File: src/rtl/shf_pkg.sv
package shf_pkg;

  typedef enum logic {
    DIR_RIGHT = 1'b0,
    DIR_LEFT  = 1'b1
  } shf_dir_e;

  typedef enum logic {
    SEL_CMP = 1'b0,
    SEL_MSK = 1'b1
  } shf_sel_e;

  // Rotation confined to the field: fmask marks field bits, ftop marks the
  // field's top bit (one-hot). Bits outside the field pass through.
  function automatic logic [63:0] rot_field(input logic [63:0] v,
                                            input logic [63:0] fmask,
                                            input logic [63:0] ftop,
                                            input logic        left);
    logic        top_bit;
    logic [63:0] moved;
    top_bit = |(v & ftop);
    if (left) begin
      moved = ((v << 1) & fmask) | {63'd0, top_bit};
    end else begin
      moved = ((v >> 1) & fmask & ~ftop) | (v[0] ? ftop : 64'd0);
    end
    return moved | (v & ~fmask);
  endfunction

  // Sliding shift confined to the field: the entry-end bit is replicated,
  // the exit-end bit is dropped.
  function automatic logic [63:0] slide_field(input logic [63:0] v,
                                              input logic [63:0] fmask,
                                              input logic [63:0] ftop,
                                              input logic        left);
    logic [63:0] moved;
    if (left) begin
      moved = ((v << 1) & fmask) | {63'd0, v[0]};
    end else begin
      moved = ((v >> 1) & fmask & ~ftop) | (v & ftop);
    end
    return moved | (v & ~fmask);
  endfunction

endpackage

File: src/rtl/shf_field_decode.sv
module shf_field_decode #(
  parameter int DATA_W = 64,
  parameter int SEGS   = 4,
  localparam int SEG_W = DATA_W / SEGS,
  localparam int SEL_W = $clog2(SEGS)
) (
  input  logic [SEL_W-1:0]  width_sel,
  output logic [DATA_W-1:0] field_mask,
  output logic [DATA_W-1:0] field_top
);

  for (genvar g = 0; g < SEGS; g++) begin : g_seg
    logic seg_on;
    logic seg_top;
    assign seg_on  = (int'(width_sel) >= g);
    assign seg_top = (int'(width_sel) == g);
    assign field_mask[g*SEG_W +: SEG_W] = {SEG_W{seg_on}};
    if (SEG_W > 1) begin : g_wide
      assign field_top[g*SEG_W +: SEG_W] = {seg_top, {(SEG_W-1){1'b0}}};
    end else begin : g_narrow
      assign field_top[g*SEG_W] = seg_top;
    end
  end

endmodule

File: src/rtl/shf_rotate_unit.sv
module shf_rotate_unit
  import shf_pkg::*;
(
  input  logic [63:0] cur,
  input  logic [63:0] field_mask,
  input  logic [63:0] field_top,
  input  shf_dir_e    dir,
  output logic [63:0] nxt,
  output logic        wrap_bit
);

  always_comb begin
    nxt      = rot_field(cur, field_mask, field_top, dir == DIR_LEFT);
    wrap_bit = (dir == DIR_LEFT) ? |(cur & field_top) : cur[0];
  end

endmodule

File: src/rtl/shf_slide_unit.sv
module shf_slide_unit
  import shf_pkg::*;
(
  input  logic [63:0] cur,
  input  logic [63:0] field_mask,
  input  logic [63:0] field_top,
  input  shf_dir_e    dir,
  output logic [63:0] nxt,
  output logic        edge_bit
);

  always_comb begin
    nxt      = slide_field(cur, field_mask, field_top, dir == DIR_LEFT);
    edge_bit = (dir == DIR_LEFT) ? cur[0] : |(cur & field_top);
  end

endmodule

File: src/rtl/shf_reg_slot.sv
module shf_reg_slot #(
  parameter int W = 64
) (
  input  logic         clk,
  input  logic         rst_n,
  input  logic         load,
  input  logic [W-1:0] din,
  input  logic         shift,
  input  logic [W-1:0] nxt,
  output logic [W-1:0] q
);

  always_ff @(posedge clk or negedge rst_n) begin
    if (!rst_n) begin
      q <= '0;
    end else if (load) begin
      q <= din;
    end else if (shift) begin
      q <= nxt;
    end
  end

endmodule

File: src/rtl/shf_cmpmask_shifter.sv
module shf_cmpmask_shifter
  import shf_pkg::*;
#(
  parameter int DATA_W = 64,
  parameter int SEGS   = 4,
  localparam int SEL_W = $clog2(SEGS)
) (
  input  logic              clk,
  input  logic              rst_n,
  input  logic              shift_en,
  input  logic              shift_dir,
  input  logic              shift_sel,
  input  logic [SEL_W-1:0]  width_sel,
  input  logic              cmp_load,
  input  logic [DATA_W-1:0] cmp_din,
  input  logic              msk_load,
  input  logic [DATA_W-1:0] msk_din,
  output logic [DATA_W-1:0] cmp_q,
  output logic [DATA_W-1:0] msk_q
);

  logic [DATA_W-1:0] field_mask;
  logic [DATA_W-1:0] field_top;
  logic [DATA_W-1:0] cmp_nxt;
  logic [DATA_W-1:0] msk_nxt;
  logic              cmp_wrap_bit;
  logic              msk_edge_bit;
  logic              cmp_shift_req;
  logic              msk_shift_req;
  logic              cmp_shift_fire;
  logic              msk_shift_fire;
  shf_dir_e          dir;

  assign dir           = shf_dir_e'(shift_dir);
  assign cmp_shift_req = shift_en && (shf_sel_e'(shift_sel) == SEL_CMP);
  assign msk_shift_req = shift_en && (shf_sel_e'(shift_sel) == SEL_MSK);
  assign cmp_shift_fire = cmp_shift_req && !cmp_load;
  assign msk_shift_fire = msk_shift_req && !msk_load;

  shf_field_decode #(.DATA_W(DATA_W), .SEGS(SEGS)) u_field (
    .width_sel  (width_sel),
    .field_mask (field_mask),
    .field_top  (field_top)
  );

  shf_rotate_unit u_rot (
    .cur        (cmp_q),
    .field_mask (field_mask),
    .field_top  (field_top),
    .dir        (dir),
    .nxt        (cmp_nxt),
    .wrap_bit   (cmp_wrap_bit)
  );

  shf_slide_unit u_slide (
    .cur        (msk_q),
    .field_mask (field_mask),
    .field_top  (field_top),
    .dir        (dir),
    .nxt        (msk_nxt),
    .edge_bit   (msk_edge_bit)
  );

  shf_reg_slot #(.W(DATA_W)) u_cmp_reg (
    .clk   (clk),
    .rst_n (rst_n),
    .load  (cmp_load),
    .din   (cmp_din),
    .shift (cmp_shift_req),
    .nxt   (cmp_nxt),
    .q     (cmp_q)
  );

  shf_reg_slot #(.W(DATA_W)) u_msk_reg (
    .clk   (clk),
    .rst_n (rst_n),
    .load  (msk_load),
    .din   (msk_din),
    .shift (msk_shift_req),
    .nxt   (msk_nxt),
    .q     (msk_q)
  );

endmodule

File: config.mk
export PLATFORM = sky130hd
export DESIGN_NAME = shf_cmpmask_shifter
export DESIGN_NICKNAME = d
export VERILOG_FILES = /design/src/rtl/shf_pkg.sv /design/src/rtl/shf_field_decode.sv /design/src/rtl/shf_rotate_unit.sv /design/src/rtl/shf_slide_unit.sv /design/src/rtl/shf_reg_slot.sv /design/src/rtl/shf_cmpmask_shifter.sv
export SDC_FILE = /design/constraint.sdc
export NUM_CORES = 1
export LEC_CHECK = 0
export ABC_CLOCK_PERIOD_IN_PS = 1100
export CAP_MARGIN = 30
export CELL_PAD_IN_SITES_DETAIL_PLACEMENT = 0
export CELL_PAD_IN_SITES_GLOBAL_PLACEMENT = 1
export CORE_AREA = 2 2 163 117
export CTS_BUF_LIST = sky130_fd_sc_hd__clkbuf_16
export CTS_CLUSTER_SIZE = 24
export DETAILED_ROUTE_END_ITERATION = 16
export DIE_AREA = 0 0 165 119
export DONT_BUFFER_PORTS = 1
export GPL_TIMING_DRIVEN = 1
export HOLD_SLACK_MARGIN = 0.12
export PLACE_DENSITY_LB_ADDON = 0.1
export SLEW_MARGIN = 20
export SYNTH_ARGS = -nofsm -noshare
export SYNTH_HDL_FRONTEND = slang
export SYNTH_SLANG_ARGS = --single-unit
File: constraint.sdc
create_clock -name clk -period 1.1 [get_ports clk]
set_input_delay 0.055 -clock clk [delete_from_list [all_inputs] [get_ports clk]]
set_output_delay 0.055 -clock clk [all_outputs]
set_load 0.02 [all_outputs]
==> metrics.md <==
| Metric | Value |
|---|---|
| Status | `finished with violations` |
| Failing checks | `hold timing, setup timing` |
| Final Hold Vio Count | `253` |
| WP data required | `1.43 ns` |
| CTS tree | `done` |
| Switching fraction of total power | `0.292` |
| Layout cell share with drive strength beyond 1 | `0.319` |
| Met2 usage in global routing | `0.334` |
| Final Power | `15.4 mW` |
| Clk_skew | `0.00639 ns` |
| Setup crit start | `u_cmp_reg.q[0]$_DFFE_PN0P_` |
| Most used flip-flop cell after synthesis | `dfrtp_1` |
| Via/cell ratio | `5.61` |
| Worst IR Drop VDD | `785 uV` |
| Post-synthesis sequential area ratio | `0.420` |
| Die span in x | `165 um` |
| Cell variety after synth | `49` |
| Delay-heaviest family, CP | `compound AO/OA/AOI/OAI gates` |
| M1 GR Usage | `0.319` |
| Gpl congestion | `0.855` |
| Synthesis-to-layout area growth | `33.7%` |
| First-pass GRT wire length | `35300 um` |
| CP Max Fanout | `4` |
| Final slew viol count | `0` |
| Post-route clock period utilization | `1.08` |
| Crit path DAT | `1.52 ns` |
| Via count | `6612` |
| Max_cap viols | `0` |
| Initial antenna violation count | `0` |
| Worst path cell trace | `or3b_1 > a311o_1 > a2bb2oi_2` |
| Post-Syn Instances | `768` |
| Critical-path top delay cell | `dfrtp_2` |
| Met3 Usage GRT | `0.0759` |
| Final TNS setup | `-0.428 ns` |
| Syn Area/Cell | `9.93 sq um` |
| Syn Std Cell Area | `0.00763 sq mm` |
| Setup WS post-layout | `-0.0842 ns` |
| Sum of buffers and inverters on the critical path | `0` |
| Vias in the first global route | `6551` |
| DRT antenna net count | `0` |
| Crit end category | `flip-flop` |
| WL per Instance | `19.1 um` |
| Inst Count DP | `1089` |
| Filler cell count in the final layout | `1602` |
| Num rows | `42` |
| Largest net degree at the start of global routing | `141` |
| Placement Setup Slack | `-0.246 ns` |
| Final core occ | `0.556` |
| Die height | `119 um` |
| Initial detailed-routing violation count | `557` |
| Post-synthesis net count | `905` |
| Busiest metal layer after global routing | `met2` |
| Yosys warnings | `0` |
| # diodes | `0` |
| Core Area | `0.0183 sq mm` |
| Initial core utilization | `0.416` |
| Hold Path Class | `input pin to asynchronous set/reset pin` |
| Post-route insts no fill | `1179` |
| Post-DP HPWL | `14700 um` |
| CTS max path bufs | `2` |
| Slew HR | `0.352` |
| Crit path time final | `1.18 ns` |
| Setup Viol. Count Final | `12` |
| FF+latch count, synth | `128` |
| RSZ-0062 raised after global routing | `yes` |
| Internal Power | `10.9 mW` |
| Number of synthesized flops with an enable pin | `0` |
| Sequential power share | `0.377` |
| Sink Count | `128` |
| WHS | `-0.664 ns` |
| DRC viols | `0` |
| GRT Overall Usage | `0.225` |
| Worst Tran Pin Value | `0.969 ns` |
| Switching Power | `4.50 mW` |
| Worst setup path category | `flip-flop to flip-flop` |
| Power Density | `1510 mW/mm^2` |
| Logic gate share of total power | `0.236` |
| Die footprint | `0.0196 sq mm` |
| Net count reported at finish | `1061` |
| Router iterations before antenna repair | `5` |
| Async S/R FF share, synth | `1.00` |
| Routed wire length | `22500 um` |
| Worst-path clk slew | `0.06 ns` |
| I/O pin total | `265` |
| Max incr delay on CP | `0.38 ns` |
| Remaining Overflow, GRT | `0` |
| R2R Path Start | `u_cmp_reg.q[0]$_DFFE_PN0P_` |
| Clock Latency Late Sink | `0.41 ns` |
| H-tree depth | `4` |
| IO Port Bufs | `0` |
| Num CTS Buffers | `17` |
| Max Fclk | `844 MHz` |
| Critical Path Source Type | `flip-flop` |
| Lkg Pwr | `4.40 nW` |
| Clk pwr share | `0.387` |
| Root Driver | `clkbuf_16` |
-- metal layers --
layer  vias to the layer above  share of wire  routed length (um)
met5                         -              0                   0
met4                         0         0.0054                 121
met3                         9          0.088                1990
met2                       241           0.44                9890
met1                      3230           0.47               10500
li1                       3132              -                   -
-- registers in the layout (all words and copies together) (netlist names), named ones only --
signal and count:
u_cmp_reg.q 64, u_msk_reg.q 63
-- through the flow --
| stage | hold WS, ns | instance area (sq um) |
|---|---|---|
| 5_1_grt | -0.689 | 10200 |
| 2_1_floorplan | -0.241 | 7650 |
| 6_report | -0.664 | 10200 |
| 3_3_place_gp | -0.237 | 8750 |
| 3_5_place_dp | -0.238 | 8750 |
| 4_1_cts | -0.687 | 9910 |
-- repair_timing --
action	in CTS	in global routing
setup buffers	0	11
gates cloned	0	0
gates resized for setup	28	61
pin swaps	4	4
hold buffers	47	1
hold endpoints to repair	256	254
setup endpoints to repair	23	61
-- logic make-up after synthesis --
logic type / synth area share
compound gates: 0.195
buf+inv: 0.0571
flops: 0.420
mux: 0.194
simple gates: 0.134
-- Yosys cell counts, drive strengths merged, types with 2 or more instances --
cell type  number  share of area
nand2         114          0.056
a211oi         15          0.015
mux2           68           0.10
a221o          25          0.033
nor2           21          0.010
a2bb2oi         2         0.0031
mux2i          69          0.091
inv             6         0.0030
dfrtp         128           0.42
nor2b          30          0.025
nand3b          2         0.0020
a2111oi        16          0.018
o21ai          86          0.056
buf            46          0.041
nand2b         17          0.014
nor4            2         0.0056
a31oi           2         0.0016
o31ai          29          0.029
clkbuf         26          0.013
a22o           12          0.014
a21oi          16          0.010
and3           13          0.011
o2111ai         2         0.0023
-- final timing paths --
path	endpoint	slack (ns)	cells past startpoint
setup / recovery	u_cmp_reg.q[15]$_DFFE_PN0P_	-0.08	3
max in group asynchronous	u_cmp_reg.q[16]$_DFFE_PN0P_	1.54	0
hold reg to reg	u_msk_reg.q[23]$_DFFE_PN0P_	0.57	1
setup reg to reg	u_cmp_reg.q[15]$_DFFE_PN0P_	-0.08	3
min in group clk	u_cmp_reg.q[27]$_DFFE_PN0P_	-0.24	1
hold / removal	u_cmp_reg.q[51]$_DFFE_PN0P_	-0.66	0
-- power by group through the flow --
stage / registers [mW] / clock network [mW] / logic (mW)
floorplan: 6.41 / 0 / 1.58
global placement: 5.83 / 0 / 3.23
detailed placement: 5.85 / 0 / 3.29
CTS: 5.78 / 6.10 / 3.48
global route: 5.89 / 6.31 / 3.91
finish: 5.81 / 5.97 / 3.63
-- area by class of cell --
type | count | area [sq um] | share of cell area
Tap cell | 242 | 303 | 0.0297
Multi-Input combinational cell | 562 | 4170 | 0.409
Clock buffer | 17 | 425 | 0.0417
Clock inverter | 15 | 193 | 0.0189
Inverter | 6 | 22.5 | 0.00221
Sequential cell | 128 | 3220 | 0.315
Timing Repair Buffer | 209 | 1870 | 0.183
-- placed cells by master (no fill, tap or decap), types with 3 or more instances in the layout --
cell type	n
buf_4	130
dfrtp_1	117
nand2_1	113
o21ai_0	72
mux2i_1	69
mux2_2	63
dlygate4sd3_1	48
o31ai_1	29
nor2b_1	28
a221o_1	25
buf_6	24
nor2_1	21
nand2b_1	17
clkbuf_16	17
a21oi_1	16
o21ai_1	14
and3_1	13
a211oi_1	13
a22o_1	12
a2111oi_2	11
dfrtp_2	11
buf_12	7
inv_1	6
mux2_4	5
clkinv_1	4
bufinv_16	4
a2111oi_1	3
clkinvlp_4	3
clkinv_4	3
(Power assumes the default switching activity.)
